`src/rtl/mdio_pkg.sv`:
```
package mdio_pkg;

  localparam int PHY_AW    = 5;
  localparam int REG_AW    = 5;
  localparam int DATA_W    = 16;
  localparam int HDR_BITS  = 4 + PHY_AW + REG_AW;
  localparam int TA_BITS   = 2;
  localparam int XFER_BITS = HDR_BITS + TA_BITS + DATA_W;
  localparam int TA_CHK    = HDR_BITS + 1;
  localparam int DATA_IDX  = HDR_BITS + TA_BITS;

  typedef enum logic [2:0] {
    ST_IDLE,
    ST_PRE,
    ST_XFER,
    ST_TAIL,
    ST_RECOV
  } mdio_state_e;

endpackage

```
`src/rtl/mdio_sync_ff.sv`:
```
module mdio_sync_ff #(
  parameter int   STAGES  = 2,
  parameter logic RST_VAL = 1'b0
) (
  input  logic clk,
  input  logic rst_n,
  input  logic d_i,
  output logic q_o
);

  logic [STAGES-1:0] chain_q;

  always_ff @(posedge clk or negedge rst_n) begin
    if (!rst_n) begin
      chain_q <= {STAGES{RST_VAL}};
    end else begin
      chain_q <= {chain_q[STAGES-2:0], d_i};
    end
  end

  assign q_o = chain_q[STAGES-1];

endmodule

```
`src/rtl/mdio_mdc_gen.sv`:
```
module mdio_mdc_gen #(
  parameter int HALF     = 40,
  parameter int SAMPLE_AT = 1
) (
  input  logic clk,
  input  logic rst_n,
  input  logic en_i,
  output logic mdc_o,
  output logic bit_start_o,
  output logic sample_o,
  output logic bit_end_o
);

  localparam int CW = (HALF > 2) ? $clog2(HALF) : 1;
  localparam logic [CW-1:0] LAST = CW'(HALF - 1);
  localparam logic [CW-1:0] SAMP = CW'(SAMPLE_AT);

  logic [CW-1:0] cnt_q, cnt_d;
  logic          ph_q, ph_d;

  always_comb begin
    cnt_d = cnt_q;
    ph_d  = ph_q;
    if (!en_i) begin
      cnt_d = '0;
      ph_d  = 1'b0;
    end else if (cnt_q == LAST) begin
      cnt_d = '0;
      ph_d  = ~ph_q;
    end else begin
      cnt_d = cnt_q + CW'(1);
    end
  end

  always_ff @(posedge clk or negedge rst_n) begin
    if (!rst_n) begin
      cnt_q <= '0;
      ph_q  <= 1'b0;
    end else begin
      cnt_q <= cnt_d;
      ph_q  <= ph_d;
    end
  end

  assign mdc_o       = ph_q;
  assign bit_start_o = en_i && !ph_q && (cnt_q == '0);
  assign sample_o    = en_i &&  ph_q && (cnt_q == SAMP);
  assign bit_end_o   = en_i &&  ph_q && (cnt_q == LAST);

endmodule

```
`src/rtl/mdio_ctrl.sv`:
```
module mdio_ctrl
  import mdio_pkg::*;
#(
  parameter int PRE_LEN   = 32,
  parameter int RECOV_LEN = 32
) (
  input  logic              clk,
  input  logic              rst_n,
  input  logic              start_i,
  input  logic              rd_i,
  input  logic [PHY_AW-1:0] phy_addr_i,
  input  logic [REG_AW-1:0] reg_addr_i,
  input  logic [DATA_W-1:0] wdata_i,
  input  logic              bit_start_i,
  input  logic              sample_i,
  input  logic              bit_end_i,
  input  logic              mdio_s_i,
  output logic              clk_en_o,
  output logic              busy_o,
  output logic              done_o,
  output logic              err_o,
  output logic [DATA_W-1:0] rdata_o,
  output logic              mdio_o,
  output logic              mdio_oe_o
);

  localparam int MAX_LEN = (PRE_LEN > RECOV_LEN) ?
                           ((PRE_LEN > XFER_BITS) ? PRE_LEN : XFER_BITS) :
                           ((RECOV_LEN > XFER_BITS) ? RECOV_LEN : XFER_BITS);
  localparam int CNT_W = $clog2(MAX_LEN) + 1;
  localparam logic [CNT_W-1:0] PRE_LAST   = CNT_W'(PRE_LEN - 1);
  localparam logic [CNT_W-1:0] RECOV_LAST = CNT_W'(RECOV_LEN - 1);
  localparam logic [CNT_W-1:0] XFER_LAST  = CNT_W'(XFER_BITS - 1);
  localparam logic [CNT_W-1:0] REL_SLOT   = CNT_W'(HDR_BITS);
  localparam logic [CNT_W-1:0] TA_SLOT    = CNT_W'(TA_CHK);
  localparam logic [CNT_W-1:0] DATA_SLOT  = CNT_W'(DATA_IDX);

  mdio_state_e          state_q, state_d;
  logic [CNT_W-1:0]     cnt_q, cnt_d;
  logic [XFER_BITS-1:0] tx_q, tx_d;
  logic [DATA_W-1:0]    rx_q, rx_d;
  logic                 rd_q, rd_d;
  logic                 ta_bad_q, ta_bad_d;
  logic                 mdio_q, mdio_d;
  logic                 oe_q, oe_d;
  logic                 done_q, done_d;
  logic                 err_q, err_d;
  logic [DATA_W-1:0]    rdata_q, rdata_d;
  logic                 ta_fail;

  // turnaround verdict, usable even when sample and bit end coincide
  assign ta_fail = (sample_i && (cnt_q == TA_SLOT)) ? mdio_s_i : ta_bad_q;

  always_comb begin
    state_d  = state_q;
    cnt_d    = cnt_q;
    tx_d     = tx_q;
    rx_d     = rx_q;
    rd_d     = rd_q;
    ta_bad_d = ta_bad_q;
    mdio_d   = mdio_q;
    oe_d     = oe_q;
    done_d   = 1'b0;
    err_d    = err_q;
    rdata_d  = rdata_q;
    unique case (state_q)
      ST_IDLE: begin
        oe_d   = 1'b0;
        mdio_d = 1'b0;
        if (start_i) begin
          state_d  = ST_PRE;
          cnt_d    = '0;
          rd_d     = rd_i;
          rx_d     = '0;
          ta_bad_d = 1'b0;
          tx_d     = {2'b01, (rd_i ? 2'b10 : 2'b01), phy_addr_i, reg_addr_i,
                      (rd_i ? 2'b00 : 2'b10), (rd_i ? {DATA_W{1'b0}} : wdata_i)};
        end
      end
      ST_PRE: begin
        if (bit_start_i) begin
          mdio_d = 1'b1;
          oe_d   = 1'b1;
        end
        if (bit_end_i) begin
          if (cnt_q == PRE_LAST) begin
            state_d = ST_XFER;
            cnt_d   = '0;
          end else begin
            cnt_d = cnt_q + CNT_W'(1);
          end
        end
      end
      ST_XFER: begin
        if (bit_start_i) begin
          if (rd_q && (cnt_q >= REL_SLOT)) begin
            oe_d   = 1'b0;
            mdio_d = 1'b0;
          end else begin
            oe_d   = 1'b1;
            mdio_d = tx_q[XFER_BITS-1];
          end
        end
        if (sample_i && rd_q) begin
          if (cnt_q == TA_SLOT) begin
            ta_bad_d = mdio_s_i;
          end
          if (cnt_q >= DATA_SLOT) begin
            rx_d = {rx_q[DATA_W-2:0], mdio_s_i};
          end
        end
        if (bit_end_i) begin
          tx_d = {tx_q[XFER_BITS-2:0], 1'b0};
          if (rd_q && (cnt_q == TA_SLOT) && ta_fail) begin
            state_d = ST_RECOV;
            cnt_d   = '0;
          end else if (cnt_q == XFER_LAST) begin
            state_d = ST_TAIL;
            cnt_d   = '0;
          end else begin
            cnt_d = cnt_q + CNT_W'(1);
          end
        end
      end
      ST_TAIL: begin
        if (bit_start_i) begin
          oe_d   = 1'b0;
          mdio_d = 1'b0;
        end
        if (bit_end_i) begin
          state_d = ST_IDLE;
          done_d  = 1'b1;
          err_d   = 1'b0;
          rdata_d = rd_q ? rx_q : '0;
        end
      end
      ST_RECOV: begin
        if (bit_start_i) begin
          oe_d   = 1'b0;
          mdio_d = 1'b0;
        end
        if (bit_end_i) begin
          if (cnt_q == RECOV_LAST) begin
            state_d = ST_IDLE;
            done_d  = 1'b1;
            err_d   = 1'b1;
            rdata_d = '0;
          end else begin
            cnt_d = cnt_q + CNT_W'(1);
          end
        end
      end
      default: begin
        state_d = ST_IDLE;
      end
    endcase
  end

  always_ff @(posedge clk or negedge rst_n) begin
    if (!rst_n) begin
      state_q  <= ST_IDLE;
      cnt_q    <= '0;
      tx_q     <= '0;
      rx_q     <= '0;
      rd_q     <= 1'b0;
      ta_bad_q <= 1'b0;
      mdio_q   <= 1'b0;
      oe_q     <= 1'b0;
      done_q   <= 1'b0;
      err_q    <= 1'b0;
      rdata_q  <= '0;
    end else begin
      state_q  <= state_d;
      cnt_q    <= cnt_d;
      tx_q     <= tx_d;
      rx_q     <= rx_d;
      rd_q     <= rd_d;
      ta_bad_q <= ta_bad_d;
      mdio_q   <= mdio_d;
      oe_q     <= oe_d;
      done_q   <= done_d;
      err_q    <= err_d;
      rdata_q  <= rdata_d;
    end
  end

  assign clk_en_o  = (state_q != ST_IDLE);
  assign busy_o    = (state_q != ST_IDLE);
  assign done_o    = done_q;
  assign err_o     = err_q;
  assign rdata_o   = rdata_q;
  assign mdio_o    = mdio_q;
  assign mdio_oe_o = oe_q;

endmodule

```
`src/rtl/mdio_master.sv`:
```
module mdio_master
  import mdio_pkg::*;
#(
  parameter int CLK_DIV     = 40,
  parameter int PRE_LEN     = 32,
  parameter int RECOV_LEN   = 32,
  parameter int SYNC_STAGES = 2
) (
  input  logic              clk,
  input  logic              rst_n,
  input  logic              start_i,
  input  logic              rd_i,
  input  logic [PHY_AW-1:0] phy_addr_i,
  input  logic [REG_AW-1:0] reg_addr_i,
  input  logic [DATA_W-1:0] wdata_i,
  output logic              busy_o,
  output logic              done_o,
  output logic              err_o,
  output logic [DATA_W-1:0] rdata_o,
  output logic              mdc_o,
  output logic              mdio_o,
  output logic              mdio_oe_o,
  input  logic              mdio_i
);

  // sample one synchroniser delay after the MDC rise
  localparam int SAMPLE_AT = SYNC_STAGES - 1;

  logic rst_s_n;
  logic mdio_s;
  logic clk_en;
  logic bit_start;
  logic sample;
  logic bit_end;

  mdio_sync_ff #(.STAGES(2), .RST_VAL(1'b0)) rst_sync_i (
    .clk   (clk),
    .rst_n (rst_n),
    .d_i   (1'b1),
    .q_o   (rst_s_n)
  );

  mdio_sync_ff #(.STAGES(SYNC_STAGES), .RST_VAL(1'b1)) in_sync_i (
    .clk   (clk),
    .rst_n (rst_s_n),
    .d_i   (mdio_i),
    .q_o   (mdio_s)
  );

  mdio_mdc_gen #(.HALF(CLK_DIV), .SAMPLE_AT(SAMPLE_AT)) mdc_gen_i (
    .clk         (clk),
    .rst_n       (rst_s_n),
    .en_i        (clk_en),
    .mdc_o       (mdc_o),
    .bit_start_o (bit_start),
    .sample_o    (sample),
    .bit_end_o   (bit_end)
  );

  mdio_ctrl #(.PRE_LEN(PRE_LEN), .RECOV_LEN(RECOV_LEN)) ctrl_i (
    .clk         (clk),
    .rst_n       (rst_s_n),
    .start_i     (start_i),
    .rd_i        (rd_i),
    .phy_addr_i  (phy_addr_i),
    .reg_addr_i  (reg_addr_i),
    .wdata_i     (wdata_i),
    .bit_start_i (bit_start),
    .sample_i    (sample),
    .bit_end_i   (bit_end),
    .mdio_s_i    (mdio_s),
    .clk_en_o    (clk_en),
    .busy_o      (busy_o),
    .done_o      (done_o),
    .err_o       (err_o),
    .rdata_o     (rdata_o),
    .mdio_o      (mdio_o),
    .mdio_oe_o   (mdio_oe_o)
  );

endmodule

```
`config.mk`:
```
export PLATFORM = sky130hd
export DESIGN_NAME = mdio_master
export DESIGN_NICKNAME = d
export VERILOG_FILES = /design/src/rtl/mdio_pkg.sv /design/src/rtl/mdio_sync_ff.sv /design/src/rtl/mdio_mdc_gen.sv /design/src/rtl/mdio_ctrl.sv /design/src/rtl/mdio_master.sv
export SDC_FILE = /design/constraint.sdc
export NUM_CORES = 1
export LEC_CHECK = 0
export CORE_UTILIZATION = 45
export DETAILED_ROUTE_END_ITERATION = 16
export DONT_BUFFER_PORTS = 1
export GPL_ROUTABILITY_DRIVEN = 0
export HOLD_SLACK_MARGIN = 0.03
export PLACE_DENSITY = 0.6
export SLEW_MARGIN = 20
export SYNTH_ARGS = -nofsm -noshare
export SYNTH_HDL_FRONTEND = slang
export SYNTH_SLANG_ARGS = --single-unit
export TNS_END_PERCENT = 20
```
`constraint.sdc`:
```
create_clock -name clk -period 6.2 [get_ports clk]
set_clock_uncertainty 0.2 [all_clocks]
set_input_delay 1.55 -clock clk [delete_from_list [all_inputs] [get_ports clk]]
set_output_delay 1.55 -clock clk [all_outputs]
set_load 0.02 [all_outputs]
```
==> results_dict.tcl <==
set metrics [dict create \
    max-cap-violations 0 \
    fmax_mhz 255 \
    design.die.area_sq_mm 0.00970 \
    critPathMaxFanout 59 \
    drtIter0Drc 208 \
    rows 34 \
    grt_max_degree 69 \
    worstSkewPairLatency_ns 0.35 \
    synth_top_area_share_pct 52.6 \
    io_buffers 0 \
    post-route-period-util_pct 63.3 \
    grt_pass1_vias 2949 \
    worst_setup_path_end_kind "register" \
    ys_seq_area_share_pct 53.8 \
    crit_family "simple AND/OR/NAND/NOR gates" \
    nets 484 \
    path_buf_inv 0 \
    dp_hpwl_mm 5.06 \
    synth_top_family_by_area "simple AND/OR/NAND/NOR gates" \
    vias 3034 \
    io_pins 53 \
    drive_gt1_share_pct 8.81 \
    synth_cell_types 49 \
    cts_htree_levels 3 \
    worstPathCellList "nor2b_1 -> nand2_1 -> nand2_2 -> a211oi_2 -> nor2b_1 -> o22a_1" \
    routed_wl_mm 7.84 \
    cts_tree "built" \
    cp.arrival_ns 3.97 \
    synth_simple_gate_area_share_pct 22.4 \
    syn_inst 460 \
    async_reset_ff_share_pct 100 \
    ant_nets 0 \
    synth_edf_count 0 \
    cpMostUsedCell "nor2b_1" \
    slew_headroom_pct 29.5 \
    overflow 0 \
    synthTopCellsByArea "dfrtp_1 53%, nand2_1 6.4%, o21ai_0 5.0%" \
    cpPeakStageDelay_ns 0.76 \
    clock-root-buffer "clkbuf_8" \
    final_max_slew_viol_count 0 \
    remaining_drc_errors 2 \
    slowest_stage "nand2_2" \
    syn_area_sq_mm 0.00419 \
    yosysTopAreaCell "dfrtp_1" \
    via_per_inst 5.40 \
    area_growth_pct 6.33 \
    dieHeight_um 98.5 \
    antenna_found_initial 0 \
    core_sq_mm 0.00885 \
    ys.flop_type "dfrtp_1" \
    synth.area.mux_share_pct 1.76 \
    die_x_um 98.5 \
    first_pass_iters 12 \
    synthXorXnorAreaFrac_pct 1.05 \
    status "finished, violations left" \
    period_minus_slack_ns 3.93 \
    clockBufferDepth 2 \
    power_leakage_uw 0.00191 \
    crit_path_start_kind "input pin" \
    setup_violations 0 \
    violations "design-rule violations" \
    initial_core_util_pct 47.3 \
    clock_sinks 90 \
    hold_path_class "reg2reg" \
    cp.required_ns 6.24 \
    diodes 0 \
    cts_made_buffers 9 \
    pwr_density_cell_mw_per_mm2 415 \
    syn-num-nets 495 \
    hold_viol 0 \
    grt.total_usage_pct 17.7 \
    wl_per_cell_um 14.0 \
    yosysMostFrequentCell "dfrtp_1" \
    synthTopCellsByCount "88 x dfrtp_1, 71 x nand2_1, 49 x nor2_1" \
    ir_worst_vdd_uv 165 \
    clk_pin_slew_ns 0.09 \
    synth-adder-area-share_pct 1.43 \
    fin_util_pct 50.3 \
    avgSynthCellArea_sq_um 9.11 \
    critPathKind "in2reg" \
    tns_ns 0 \
    rsz0062_at_grt "false" \
    tightest_slew_ns 1.06 \
    synth-seq-cells 90 \
    cts_setup_buffers 0 \
    synth_compound_area_share_pct 14.8 \
    yosysWarnings 0 \
    grt_pass1_wl_mm 13.9 \
]
==> layer usage <==
metal  track usage [%]  routed length (um)
met5                 0                   0
met4              5.17                 101
met3              4.11                 342
met2              27.6                3570
met1              24.8                3830
==> stage by stage <==
step	power, uW	area (sq um)	hold slack, ns	std cells	worst slack (ns)
6_report	1850	4450	0.160	562	2.27
5_1_grt	2010	4450	0.169	562	1.99
4_1_cts	1880	4450	0.161	562	2.26
3_5_place_dp	1510	4270	0.0109	545	1.88
3_3_place_gp	1480	4270	0.0117	545	1.91
2_1_floorplan	1380	4190	0.131	460	3.31
==> final timing paths <==
path,slack [ns],startpoint,end,depth (start not counted)
min reg2reg,0.16,in_sync_i.chain_q[0],in_sync_i.chain_q[1],0
min,0.16,in_sync_i.chain_q[0],in_sync_i.chain_q[1],0
min in group asynchronous,0.33,rst_sync_i.chain_q[1],ctrl_i.cnt_q[0],1
max,2.27,start_i,ctrl_i.cnt_q[2],6
max in group asynchronous,4.47,rst_sync_i.chain_q[1],ctrl_i.tx_q[24],1
max reg2reg,2.73,ctrl_i.state_q[2],ctrl_i.cnt_q[2],6
==> repair_timing <==
| action | 4_1_cts | 5_1_grt |
|---|---|---|
| hold buffers | 1 | 0 |
| gates resized for setup | 0 | 0 |
| hold endpoints to repair | 20 | 0 |
==> area by class of cell <==
type / count / area [sq um]
Clock buffer: 9 / 124
Clock inverter: 7 / 51.3
Fill cell: 857 / 4390
Inverter: 24 / 90.1
Multi-Input combinational cell: 320 / 1760
Sequential cell: 90 / 2260
Tap cell: 108 / 135
Timing Repair Buffer: 4 / 32.5
==> state kept, by name, indices dropped and copies added (netlist names) <==
| register | count |
|---|---|
| mdc_gen_i.cnt_q | 6 |
| ctrl_i.done_o | 1 |
| ctrl_i.tx_q | 32 |
| ctrl_i.rd_q | 1 |
| ctrl_i.cnt_q | 6 |
| ctrl_i.ta_bad_q | 1 |
| rst_sync_i.chain_q | 2 |
| ctrl_i.err_o | 1 |
| ctrl_i.state_q | 3 |
| ctrl_i.rx_q | 16 |
| in_sync_i.chain_q | 2 |
| ctrl_i.mdio_o | 1 |
| ctrl_i.mdio_oe_o | 1 |
| ctrl_i.rdata_o | 16 |
| mdc_gen_i.mdc_o | 1 |
==> cell usage in the layout (no fill, tap or decap), drive strengths merged, types with 2 or more instances in the layout <==
cell      instances
and2              2
ha                4
a31oi            14
xnor2             3
o211ai            3
nor3              4
buf               3
nand3            27
inv              26
dfrtp            88
clkbuf            9
dfstp             2
nand2            71
nand4             2
nor4              2
a211oi            2
nand2b            3
nor2             50
or2               4
and3              3
a21oi            39
clkinv            3
mux2i             4
nor3b            17
xor2              2
clkinvlp          2
mux2              3
nor2b             4
o21ai            43
==> power by group <==
part,leakage [uW],switching [uW],total (uW),internal (uW)
clock,0.0000860,214,361,148
combinational,0.000821,274,472,199
sequential,0.00101,214,1020,803
total,0.00191,701,1850,1150
==> cells by family (layout without fill, tap and decap cells) <==
group / after synthesis / after routing
AND/OR/NAND/NOR: 192 / 192
flip-flops: 90 / 90
adder cells (fa/ha/maj): 5 / 5
other: 1 / 1
buffers and inverters: 50 / 44
multiplexers: 7 / 7
XOR/XNOR: 5 / 5
AO/OA/AOI/OAI: 110 / 110
No activity file was read; power rests on OpenSTA's default activity.
